==> config.mk <==
export PLATFORM = sky130hd
export DESIGN_NAME = snd_wr_trap
export DESIGN_NICKNAME = d
export VERILOG_FILES = /design/src/rtl/snd_trap_pkg.sv /design/src/rtl/snd_win_decode.sv /design/src/rtl/snd_trap_ctrl.sv /design/src/rtl/snd_trap_latch.sv /design/src/rtl/snd_wr_trap.sv
export SDC_FILE = /design/constraint.sdc
export NUM_CORES = 1
export LEC_CHECK = 0
export BUFFER_PORTS_ARGS = -buffer_cell sky130_fd_sc_hd__buf_2
export CAP_MARGIN = 20
export CELL_PAD_IN_SITES_DETAIL_PLACEMENT = 1
export CELL_PAD_IN_SITES_GLOBAL_PLACEMENT = 2
export CORE_MARGIN = 3
export CORE_UTILIZATION = 22
export DETAILED_ROUTE_END_ITERATION = 7
export PLACE_DENSITY_LB_ADDON = 0.1
export SLEW_MARGIN = 20
export SYNTH_ARGS = -nofsm -noshare
export SYNTH_HDL_FRONTEND = slang
export SYNTH_SLANG_ARGS = --single-unit
==> constraint.sdc <==
create_clock -name clk -period 1.4 [get_ports clk]
set_clock_uncertainty 0.2 [all_clocks]
set_input_delay 0.14 -clock clk [delete_from_list [all_inputs] [get_ports clk]]
set_output_delay 0.14 -clock clk [all_outputs]
set_load 0.02 [all_outputs]
==> src/rtl/snd_trap_pkg.sv <==
package snd_trap_pkg;
  localparam int DEF_ADDR_W = 16;
  localparam int DEF_DATA_W = 8;
  localparam int DEF_IDX_W  = 4;

  typedef enum logic {
    SEL_INDEX = 1'b0,
    SEL_DATA  = 1'b1
  } rd_sel_e;
endpackage

==> src/rtl/snd_win_decode.sv <==
module snd_win_decode #(
  parameter int ADDR_W = 16,
  parameter int IDX_W  = 4,
  parameter logic [ADDR_W-1:0] BASE = 16'h4000
) (
  input  logic [ADDR_W-1:0] addr,
  input  logic              we,
  output logic              win_wr
);
  localparam int HI_W = ADDR_W - IDX_W;
  localparam logic [HI_W-1:0] BASE_HI = BASE[ADDR_W-1:IDX_W];

  function automatic logic in_win(input logic [ADDR_W-1:0] a);
    return a[ADDR_W-1:IDX_W] == BASE_HI;
  endfunction

  assign win_wr = we & in_win(addr);
endmodule

==> src/rtl/snd_trap_ctrl.sv <==
module snd_trap_ctrl (
  input  logic clk,
  input  logic rst,
  input  logic win_wr,
  input  logic cop_ack,
  output logic trap_accept,
  output logic req_q
);
  assign trap_accept = win_wr & (~req_q | cop_ack);

  always_ff @(posedge clk) begin
    if (rst)              req_q <= 1'b0;
    else if (trap_accept) req_q <= 1'b1;
    else if (cop_ack)     req_q <= 1'b0;
  end


  trap_set_chk: assert property (@(posedge clk) disable iff (rst)
    trap_accept |=> req_q);

  ack_release_chk: assert property (@(posedge clk) disable iff (rst)
    (req_q && cop_ack && !win_wr) |=> !req_q);

  hold_pending_chk: assert property (@(posedge clk) disable iff (rst)
    (req_q && !cop_ack) |=> req_q);

  idle_ack_chk: assert property (@(posedge clk) disable iff (rst)
    (!req_q && !win_wr) |=> !req_q);
endmodule

==> src/rtl/snd_trap_latch.sv <==
module snd_trap_latch #(
  parameter int IDX_W  = 4,
  parameter int DATA_W = 8
) (
  input  logic              clk,
  input  logic              rst,
  input  logic              load,
  input  logic [IDX_W-1:0]  idx_in,
  input  logic [DATA_W-1:0] data_in,
  input  logic              rd_sel,
  output logic [DATA_W-1:0] rd_data
);
  import snd_trap_pkg::*;
  localparam int PAD_W = DATA_W - IDX_W;

  logic [IDX_W-1:0]  idx_q;
  logic [DATA_W-1:0] data_q;

  function automatic logic [DATA_W-1:0] rd_pick(input logic sel,
                                                input logic [IDX_W-1:0] i,
                                                input logic [DATA_W-1:0] d);
    return (sel == SEL_DATA) ? d : {{PAD_W{1'b0}}, i};
  endfunction

  always_ff @(posedge clk) begin
    if (rst) begin
      idx_q  <= '0;
      data_q <= '0;
    end else if (load) begin
      idx_q  <= idx_in;
      data_q <= data_in;
    end
  end

  assign rd_data = rd_pick(rd_sel, idx_q, data_q);


  load_capture_chk: assert property (@(posedge clk) disable iff (rst)
    load |=> (idx_q == $past(idx_in)) && (data_q == $past(data_in)));

  hold_value_chk: assert property (@(posedge clk) disable iff (rst)
    !load |=> $stable(idx_q) && $stable(data_q));
endmodule

==> src/rtl/snd_wr_trap.sv <==
module snd_wr_trap #(
  parameter int ADDR_W = snd_trap_pkg::DEF_ADDR_W,
  parameter int DATA_W = snd_trap_pkg::DEF_DATA_W,
  parameter int IDX_W  = snd_trap_pkg::DEF_IDX_W,
  parameter logic [ADDR_W-1:0] BASE = 16'h4000
) (
  input  logic              clk,
  input  logic              rst,
  input  logic [ADDR_W-1:0] cpu_addr,
  input  logic [DATA_W-1:0] cpu_wdata,
  input  logic              cpu_we,
  output logic              cpu_halt,
  output logic              cop_req,
  input  logic              cop_rd_sel,
  output logic [DATA_W-1:0] cop_rd_data,
  input  logic              cop_ack
);
  localparam logic [ADDR_W-IDX_W-1:0] WIN_HI = BASE[ADDR_W-1:IDX_W];

  logic win_wr;
  logic trap_accept;
  logic req_q;

  snd_win_decode #(.ADDR_W(ADDR_W), .IDX_W(IDX_W), .BASE(BASE)) u_dec (
    .addr   (cpu_addr),
    .we     (cpu_we),
    .win_wr (win_wr)
  );

  snd_trap_ctrl u_ctrl (
    .clk         (clk),
    .rst         (rst),
    .win_wr      (win_wr),
    .cop_ack     (cop_ack),
    .trap_accept (trap_accept),
    .req_q       (req_q)
  );

  snd_trap_latch #(.IDX_W(IDX_W), .DATA_W(DATA_W)) u_lat (
    .clk     (clk),
    .rst     (rst),
    .load    (trap_accept),
    .idx_in  (cpu_addr[IDX_W-1:0]),
    .data_in (cpu_wdata),
    .rd_sel  (cop_rd_sel),
    .rd_data (cop_rd_data)
  );

  assign cop_req  = req_q;
  assign cpu_halt = req_q;


  outside_no_trap_chk: assert property (@(posedge clk) disable iff (rst)
    (!cop_req && cpu_we && cpu_addr[ADDR_W-1:IDX_W] != WIN_HI) |=> !cop_req);

  read_no_trap_chk: assert property (@(posedge clk) disable iff (rst)
    (!cop_req && !cpu_we) |=> !cpu_halt);

  ack_retrap_chk: assert property (@(posedge clk) disable iff (rst)
    (cop_req && cop_ack && cpu_we && cpu_addr[ADDR_W-1:IDX_W] == WIN_HI)
      |=> (cop_req && cpu_halt));
endmodule

==> results.txt, run 1 <==
----------------------------------------------------
[Floorplan]
  Number of top-level design ports ... 39
  Core Footprint ... about 3100 µm²
  Initial Utilization ... 23.25%
  Chip height ... 63.04 µm
  Total die area ... 3973 µm²
  Die W ... 63.04 µm
  Row count ... 20

[Setup path]
  R2R Setup Slk ... 0.16 ns
  Required time reported for the critical path endpoint ... around 1.4 ns
  Capturing point of the worst reg2reg path ... u_lat.idx_q[2]
  Crit path buf inv count ... 2
  Path type of the worst setup path ... primary input to register
  Cells on worst reg2reg path ... 4
  Maximum single-stage delay on the critical path ... 0.58 ns
  Maximum fanout along the worst path ... 2
  Ordered list of cells on the worst path ... buf_2 > nor4_2 > nand4_2 > dlygate4sd3_1 > a21oi_1
  Sort of element at the end of the critical path ... register
  Reg2reg start ... u_ctrl.req_q
  Gate family responsible for the most delay along the worst path ... buffers and inverters
  Signal arrival time at the worst endpoint ... between 1 and 1.5 ns
  Cell at the slowest stage of the critical path ... sky130_fd_sc_hd__dlygate4sd3_1
  Critical Path Source Type ... primary input

[STA]
  Actual transition at the worst max-transition pin ... 0.3175 ns
  Final critical delay including setup and external delays ... 1.355 ns
  Final sum of negative setup slack ... 0 ns
  Final Cycle Share ... 96.81%
  Max Clock Freq ... ~0.74 GHz
  Worst-case hold slack ... -0.04781 ns
  Max_slew headroom ... 78.83%
  Hold violation total from the final report ... 1
  Count of final setup violators ... 0
  Fin. max-slew vios ... 0

[Run]
  Max capacitance violation total ... 0

[Yosys]
  Count of synthesis-stage warnings from yosys ... 0
  Combined area of all synthesized cells ... 715.7 µm²
  Most repeated cell in the gate-level netlist after synthesis ... sky130_fd_sc_hd__nand2b_1
  Unique masters post-synth ... 15
  Number of nets produced by synthesis ... 99
  Synth top area share ... a little over a third
  Number of standard cells after synthesis ... 70
  Top FF cell, synth ... sky130_fd_sc_hd__dfxtp_1
  Number of flip-flops and latches in the synthesized netlist ... 13
  Count of flip-flops with a built-in enable after synthesis ... 0
  Cells taking the most area after synthesis ... sky130_fd_sc_hd__dfxtp_1 (36%), sky130_fd_sc_hd__nand2b_1 (22%), sky130_fd_sc_hd__mux2i_1 (17%)
  Most frequent cells after synthesis ... sky130_fd_sc_hd__nand2b_1 (25), sky130_fd_sc_hd__dfxtp_1 (13), sky130_fd_sc_hd__mux2i_1 (12)
  Register area share after synthesis ... 36.36%
  Syn avg cell area ... roughly 10 µm²
  Largest area contributor in the synthesized netlist ... sky130_fd_sc_hd__dfxtp_1
  Proportion of synthesized flip-flops having asynchronous set or reset ... 0%

[Placed design]
  Placed insts ... 148
  IO buf count ... 38
  Final weighted congestion of routability-driven global placement ... 0.6314
  HPWL after DPL ... 1.202 mm

[Power]
  IR drop worst, VDD ... 389.7 µV
  Portion of total power attributed to combinational logic ... 14.4%
  Internal power consumption ... 0.0005486 W
  Power after layout ... roughly 0.0007 W
  Power Dens Cells ... 618.4 nW/µm²
  Net switching fraction of the power ... 22.09%
  Leakage ... just under 0.5 nW
  Share of power burned in registers ... 52.5%
  Switching pwr ... around 0.00016 W
  Relative contribution of the clock network to total power ... about 33%

[Clocking]
  CTS buffer count ... 3
  Clock tree buffer depth ... 2
  Clock latency of the later-clocked register in the worst-skew pair ... 0.27 ns
  Clock sink total ... 13
  Worst-path clk slew ... roughly 0.08 ns
  Hold Buf Count CTS ... 14
  Htree depth ... 1
  Clock Root Buffer ... sky130_fd_sc_hd__clkbuf_4
  TritonCTS clock tree ... yes

[Global routing]
  Antenna violations before repair ... 0
  Global Route Usage Sum ... 8.951%
  Met1 usage in global routing ... ~10%
  GRT Max-Usage Layer ... met2
  Routing usage on met2 ... 14.10%
  Number of global-route vias before repair ... 619
  Global route overflow ... 0
  First-pass GRT wire length ... roughly 2.7 mm
  Fraction of met3 tracks used by global routing ... between 3 and 4%
  Largest net degree at the start of global routing ... 26

[Final layout]
  Storage element area ... 260.3 µm²
  Ant. Diodes ... 0
  Area of the multi-input gates ... 424.2 µm²
  Final standard cell utilization of the core ... 36.99%
  # fillers ... 370
  Post-synthesis to final-layout area growth ... 59.09%
  Cell Count, Final, Fillers Out ... ~170
  Final Net Count ... 153
  Share of post-route cells with drive strength above 1 ... 43.90%

[Route]
  WL/cell ... 10.76 µm
  Final Routed Wirelength ... 1.797 mm
  Number of nets with antenna violations after detailed routing ... 0
  Routed vias ... 641
  Starting DRC count in detailed routing ... 16
  TritonRoute pass-1 iters ... 4
  Vias per std cell ... ~3.8
  DRC viols ... 0

[Worst hold path]
  Hold Path End ... u_ctrl.req_q
  Min-Delay Path Class ... primary input to register
  Min-Delay Startpoint ... cop_ack
  Worst hold path depth ... 3

[Run status]
  Run status ... finished, violations left
  Violations in the final reports ... hold timing

----------------------------------------------------
[routing by layer]
| layer | part of all wire [%] | routed length [µm] |
|---|---|---|
| met5 | 0 | 0 |
| met1 | 46 | 830 |
| met2 | 47 | 849 |
| met3 | 5.9 | 106 |
| met4 | 0.61 | 11 |
[area by class of cell]
| cell class | count | area share, % |
|---|---|---|
| multi-input cells | 52 | 37.25 |
| repair buffers | 54 | 32.75 |
| flip-flops and latches | 13 | 22.86 |
| well taps | 44 | 4.835 |
| clock buffers | 4 | 2.308 |
[worst reg2reg max path, stage by stage (launching register included)]
cell	delay, ns
sky130_fd_sc_hd__dfxtp_1	0.34
sky130_fd_sc_hd__nand2b_4	0.08
sky130_fd_sc_hd__nor2b_4	0.20
sky130_fd_sc_hd__clkbuf_16	0.18
sky130_fd_sc_hd__mux2i_1	0.17
[layout by cell type (no fill, tap or decap)]
master and n:
sky130_fd_sc_hd__clkbuf_1 1, sky130_fd_sc_hd__nor4_2 1, sky130_fd_sc_hd__nand4_2 1, sky130_fd_sc_hd__nand2b_4 1, sky130_fd_sc_hd__mux2i_1 12, sky130_fd_sc_hd__buf_12 1, sky130_fd_sc_hd__and2_1 4, sky130_fd_sc_hd__a21oi_1 1
sky130_fd_sc_hd__nor2b_4 1, sky130_fd_sc_hd__and4bb_2 1, sky130_fd_sc_hd__dfxtp_1 13, sky130_fd_sc_hd__dlygate4sd3_1 13, sky130_fd_sc_hd__nand2b_1 24, sky130_fd_sc_hd__nor2_1 1, sky130_fd_sc_hd__mux2_2 4, sky130_fd_sc_hd__clkbuf_4 3
sky130_fd_sc_hd__nor3_2 1, sky130_fd_sc_hd__buf_4 1, sky130_fd_sc_hd__buf_2 38, sky130_fd_sc_hd__clkbuf_16 1
[cells by family after synthesis]
group	share of synthesized area (%)
multiplexers	23.08
AO/OA/AOI/OAI	0.6986
buffers and inverters	5.420
AND/OR/NAND/NOR	34.44
flip-flops	36.36
[flip-flops by register name, summed over array words and instances, names as in the netlist]
signal,count
u_lat.data_q,8
u_ctrl.req_q,1
u_lat.idx_q,4
[worst max path at each step]
stage	startpoint	to	slack [ns]	depth (start not counted)
floorplan	cpu_addr[5]	u_lat.data_q[0]	0.06	5
global placement	cpu_addr[5]	u_lat.data_q[3]	-0.05	6
detailed placement	cpu_addr[5]	u_lat.data_q[5]	-0.09	6
CTS	cop_ack	u_lat.data_q[1]	0.01	6
global route	cpu_addr[5]	u_ctrl.req_q	-0.01	5
finish	cpu_addr[5]	u_ctrl.req_q	0.04	5
[power groups by stage]
stage,Combinational [W],Sequential (W),Clock [W]
3_3_place_gp,0.0000760,0.000378,0
5_1_grt,0.000114,0.000369,0.000259
3_5_place_dp,0.0000768,0.000378,0
6_report,0.000102,0.000369,0.000233
4_1_cts,0.000105,0.000369,0.000253
2_1_floorplan,0.0000319,0.000378,0
[metrics by stage]
stage               worst slack (ns)  area [µm²]
floorplan                    0.06343       715.7
global placement            -0.05407       942.2
detailed placement          -0.08661       942.2
CTS                          0.01281        1109
global route                -0.01163        1139
finish                       0.04465        1139
[repair_timing]
| item | CTS | global route |
|---|---|---|
| buffers inserted | 0 | 1 |
| resized for setup | 0 | 1 |
| setup endpoints to repair | 0 | 11 |
| hold endpoints to repair | 13 | 1 |
(Power assumes the default switching activity.)
==> inputs of run 2 (changes only) <==
SETUP_SLACK_MARGIN = 0.05   (was not set)
==> run 2 against run 1 <==
  * Power shrank 0.19%
  * Combinational power is essentially flat
  * Sequential cell count unchanged
  * Sequential power about the same
  * Cell area decreased by 0.77%
  * Largest power group unchanged
  * Critical path depth decreased by 3
  * Setup slack better by 0.021 ns
  * Non-clock buffer count decreased by 2
  * Routed wire length down 3.5%
  * Register-to-register slack better by 0.04 ns
  * The flow still finishes with violations (hold timing)
==> results.txt, run 2 (same netlist as run 1, synthesis figures left out) <==
----------------------------------------------------
[Floorplan]
  Core Footprint ... 3078 µm²
  Chip height ... 63.04 µm
  Die W ... 63.04 µm
  Number of top-level design ports ... 39
  Initial Utilization ... 23.25%
  Total die area ... just under 4000 µm²
  Row count ... 20

[STA]
  Hold violation total from the final report ... 1
  Count of final setup violators ... 0
  Post-layout worst setup margin ... 0.06565 ns
  RSZ-0062 raised after global routing ... yes
  Worst-case hold slack ... -0.03461 ns
  Max Clock Freq ... 0.7494 GHz
  Fin. max-slew vios ... 0
  Actual transition at the worst max-transition pin ... approximately 0.31 ns
  Max_slew headroom ... 79.06%
  Final critical delay including setup and external delays ... 1.334 ns
  Final Cycle Share ... 95.31%

[Global routing]
  Global route overflow ... 0
  Largest net degree at the start of global routing ... 26
  First-pass GRT wire length ... 2.684 mm
  Antenna violations before repair ... 0
  Global Route Usage Sum ... 8.764%
  Number of global-route vias before repair ... between 600 and 700

[Setup path]
  Sort of element at the end of the critical path ... output port
  Gate family responsible for the most delay along the worst path ... flip-flops
  Reg2reg start ... u_ctrl.req_q
  R2R Setup Slk ... 0.20 ns
  Launch point of the critical path ... u_lat.data_q[0]
  Required time reported for the critical path endpoint ... 1.06 ns
  Capturing point of the worst reg2reg path ... u_lat.data_q[1]
  Maximum single-stage delay on the critical path ... ~0.32 ns
  Path type of the worst setup path ... register to output port
  Instance count on the critical path ... 2
  Crit path buf inv count ... 1
  Cell at the slowest stage of the critical path ... sky130_fd_sc_hd__dfxtp_2
  Critical Path Source Type ... register
  Ordered list of cells on the worst path ... mux2_2 > buf_6
  Cells on worst reg2reg path ... 4
  Maximum fanout along the worst path ... 2
  Worst setup path endpoint ... cop_rd_data[0]
  Signal arrival time at the worst endpoint ... 0.99 ns

[Route]
  TritonRoute pass-1 iters ... 4
  WL/cell ... 10.52 µm
  Final Routed Wirelength ... 1.735 mm
  Starting DRC count in detailed routing ... 7
  DRC viols ... 0
  Routed vias ... 645
  Number of nets with antenna violations after detailed routing ... 0
  Vias per std cell ... 3.909

[Run status]
  Violations in the final reports ... hold timing
  Run status ... finished, violations left

[Final layout]
  Flip-flop count of the largest register, all copies and words added ... 8
  Final Net Count ... 151
  Storage element area ... about 270 µm²
  Fin area ... 1130 µm²
  Leading registers by flop count ... u_lat.data_q (8), u_lat.idx_q (4), u_ctrl.req_q (1)
  Register with the most flip-flops ... u_lat.data_q
  Cell Count, Final, Fillers Out ... approximately 170
  Share of post-route cells with drive strength above 1 ... 46.28%
  Leading cell type in the layout, fill and taps excluded ... sky130_fd_sc_hd__buf_2
  Highest-count cells in the layout ignoring fill and taps ... sky130_fd_sc_hd__buf_2 (34), sky130_fd_sc_hd__nand2b_1 (25), sky130_fd_sc_hd__mux2i_1 (12), sky130_fd_sc_hd__dlygate4sd3_1 (12), sky130_fd_sc_hd__dfxtp_1 (9)
  # fillers ... approximately 370
  Area of the multi-input gates ... 420.4 µm²
  Post-synthesis to final-layout area growth ... 57.87%
  Ant. Diodes ... 0

[Power]
  Power after layout ... 0.0007028 W
  Power Dens Cells ... ~620 nW/µm²
  IR drop worst, VDD ... 387.0 µV
  Leakage ... 0.4874 nW

[Clocking]
  Clock tree buffer depth ... 2
  Clock Root Buffer ... sky130_fd_sc_hd__clkbuf_4
  Clock latency of the later-clocked register in the worst-skew pair ... about 0.27 ns
  CTS buffer count ... 3
  TritonCTS clock tree ... yes
  Worst-path clk slew ... around 0.080 ns
  Hold Buf Count CTS ... 12
  Clock sink total ... 13
  Htree depth ... 1

[Placed design]
  Cell area reported after detailed placement ... 942.2 µm²
  Placed insts ... 148
  HPWL after DPL ... 1.202 mm
  IO buf count ... 38
  Place WS ... -0.08661 ns
  Final weighted congestion of routability-driven global placement ... 0.6314

[Worst hold path]
  Min-Delay Path Class ... primary input to register

[Run]
  Max capacitance violation total ... 0

----------------------------------------------------
## run 2: final cells by class
class	instances	area share (%)
repair buffers	52	32.12
well taps	44	4.873
multi-input cells	52	37.21
clock buffers	4	2.326
flip-flops and latches	13	23.48
## run 2: worst min path at each step
| stage | from | endpoint | slack [ns] | cells after the start |
|---|---|---|---|---|
| finish | cop_ack | u_ctrl.req_q | -0.03 | 3 |
| global route | cop_ack | u_ctrl.req_q | -0.02 | 3 |
| CTS | cop_ack | u_ctrl.req_q | -0.04 | 3 |
| detailed placement | cpu_addr[3] | u_lat.idx_q[3] | 0.21 | 3 |
| global placement | cpu_wdata[6] | u_lat.data_q[6] | 0.21 | 3 |
| floorplan | cpu_wdata[3] | u_lat.data_q[3] | 0.09 | 2 |
## run 2: metal layers
metal / vias up / routed length [µm] / GRT usage [%] / share of wire, %
li1: 332 / - / - / -
met1: 292 / 793 / 10.11 / 46
met2: 19 / 838 / 13.83 / 48
met3: 2 / 91 / 3.777 / 5.2
met4: 0 / 11 / 4.132 / 0.63
met5: - / 0 / 0 / 0
## run 2: through the flow
stage	setup TNS [ns]	utilization, %
after global placement	-0.5796	30.61
after global routing	0	36.71
after CTS	0	36.71
after detailed placement	-0.8285	30.61
after floorplan	0	-
final	0	36.71
## run 2: power by group
part	internal, W	switching, W
Combinational	0.0000680	0.0000329
Sequential	0.000369	0.0000000194
Clock	0.000110	0.000122
## run 2: tightest hold or removal path: stages
cell	delay, ns
sky130_fd_sc_hd__buf_2	0.07
sky130_fd_sc_hd__nand2b_1	0.11
sky130_fd_sc_hd__a21oi_1	0.06
## run 2: what timing repair did
action	CTS	global route
endpoints found under the setup margin	4	4
gates resized for setup	13	0
setup buffers	1	0
cloned	0	0
pin swaps	0	0
endpoints found under the hold margin	13	1
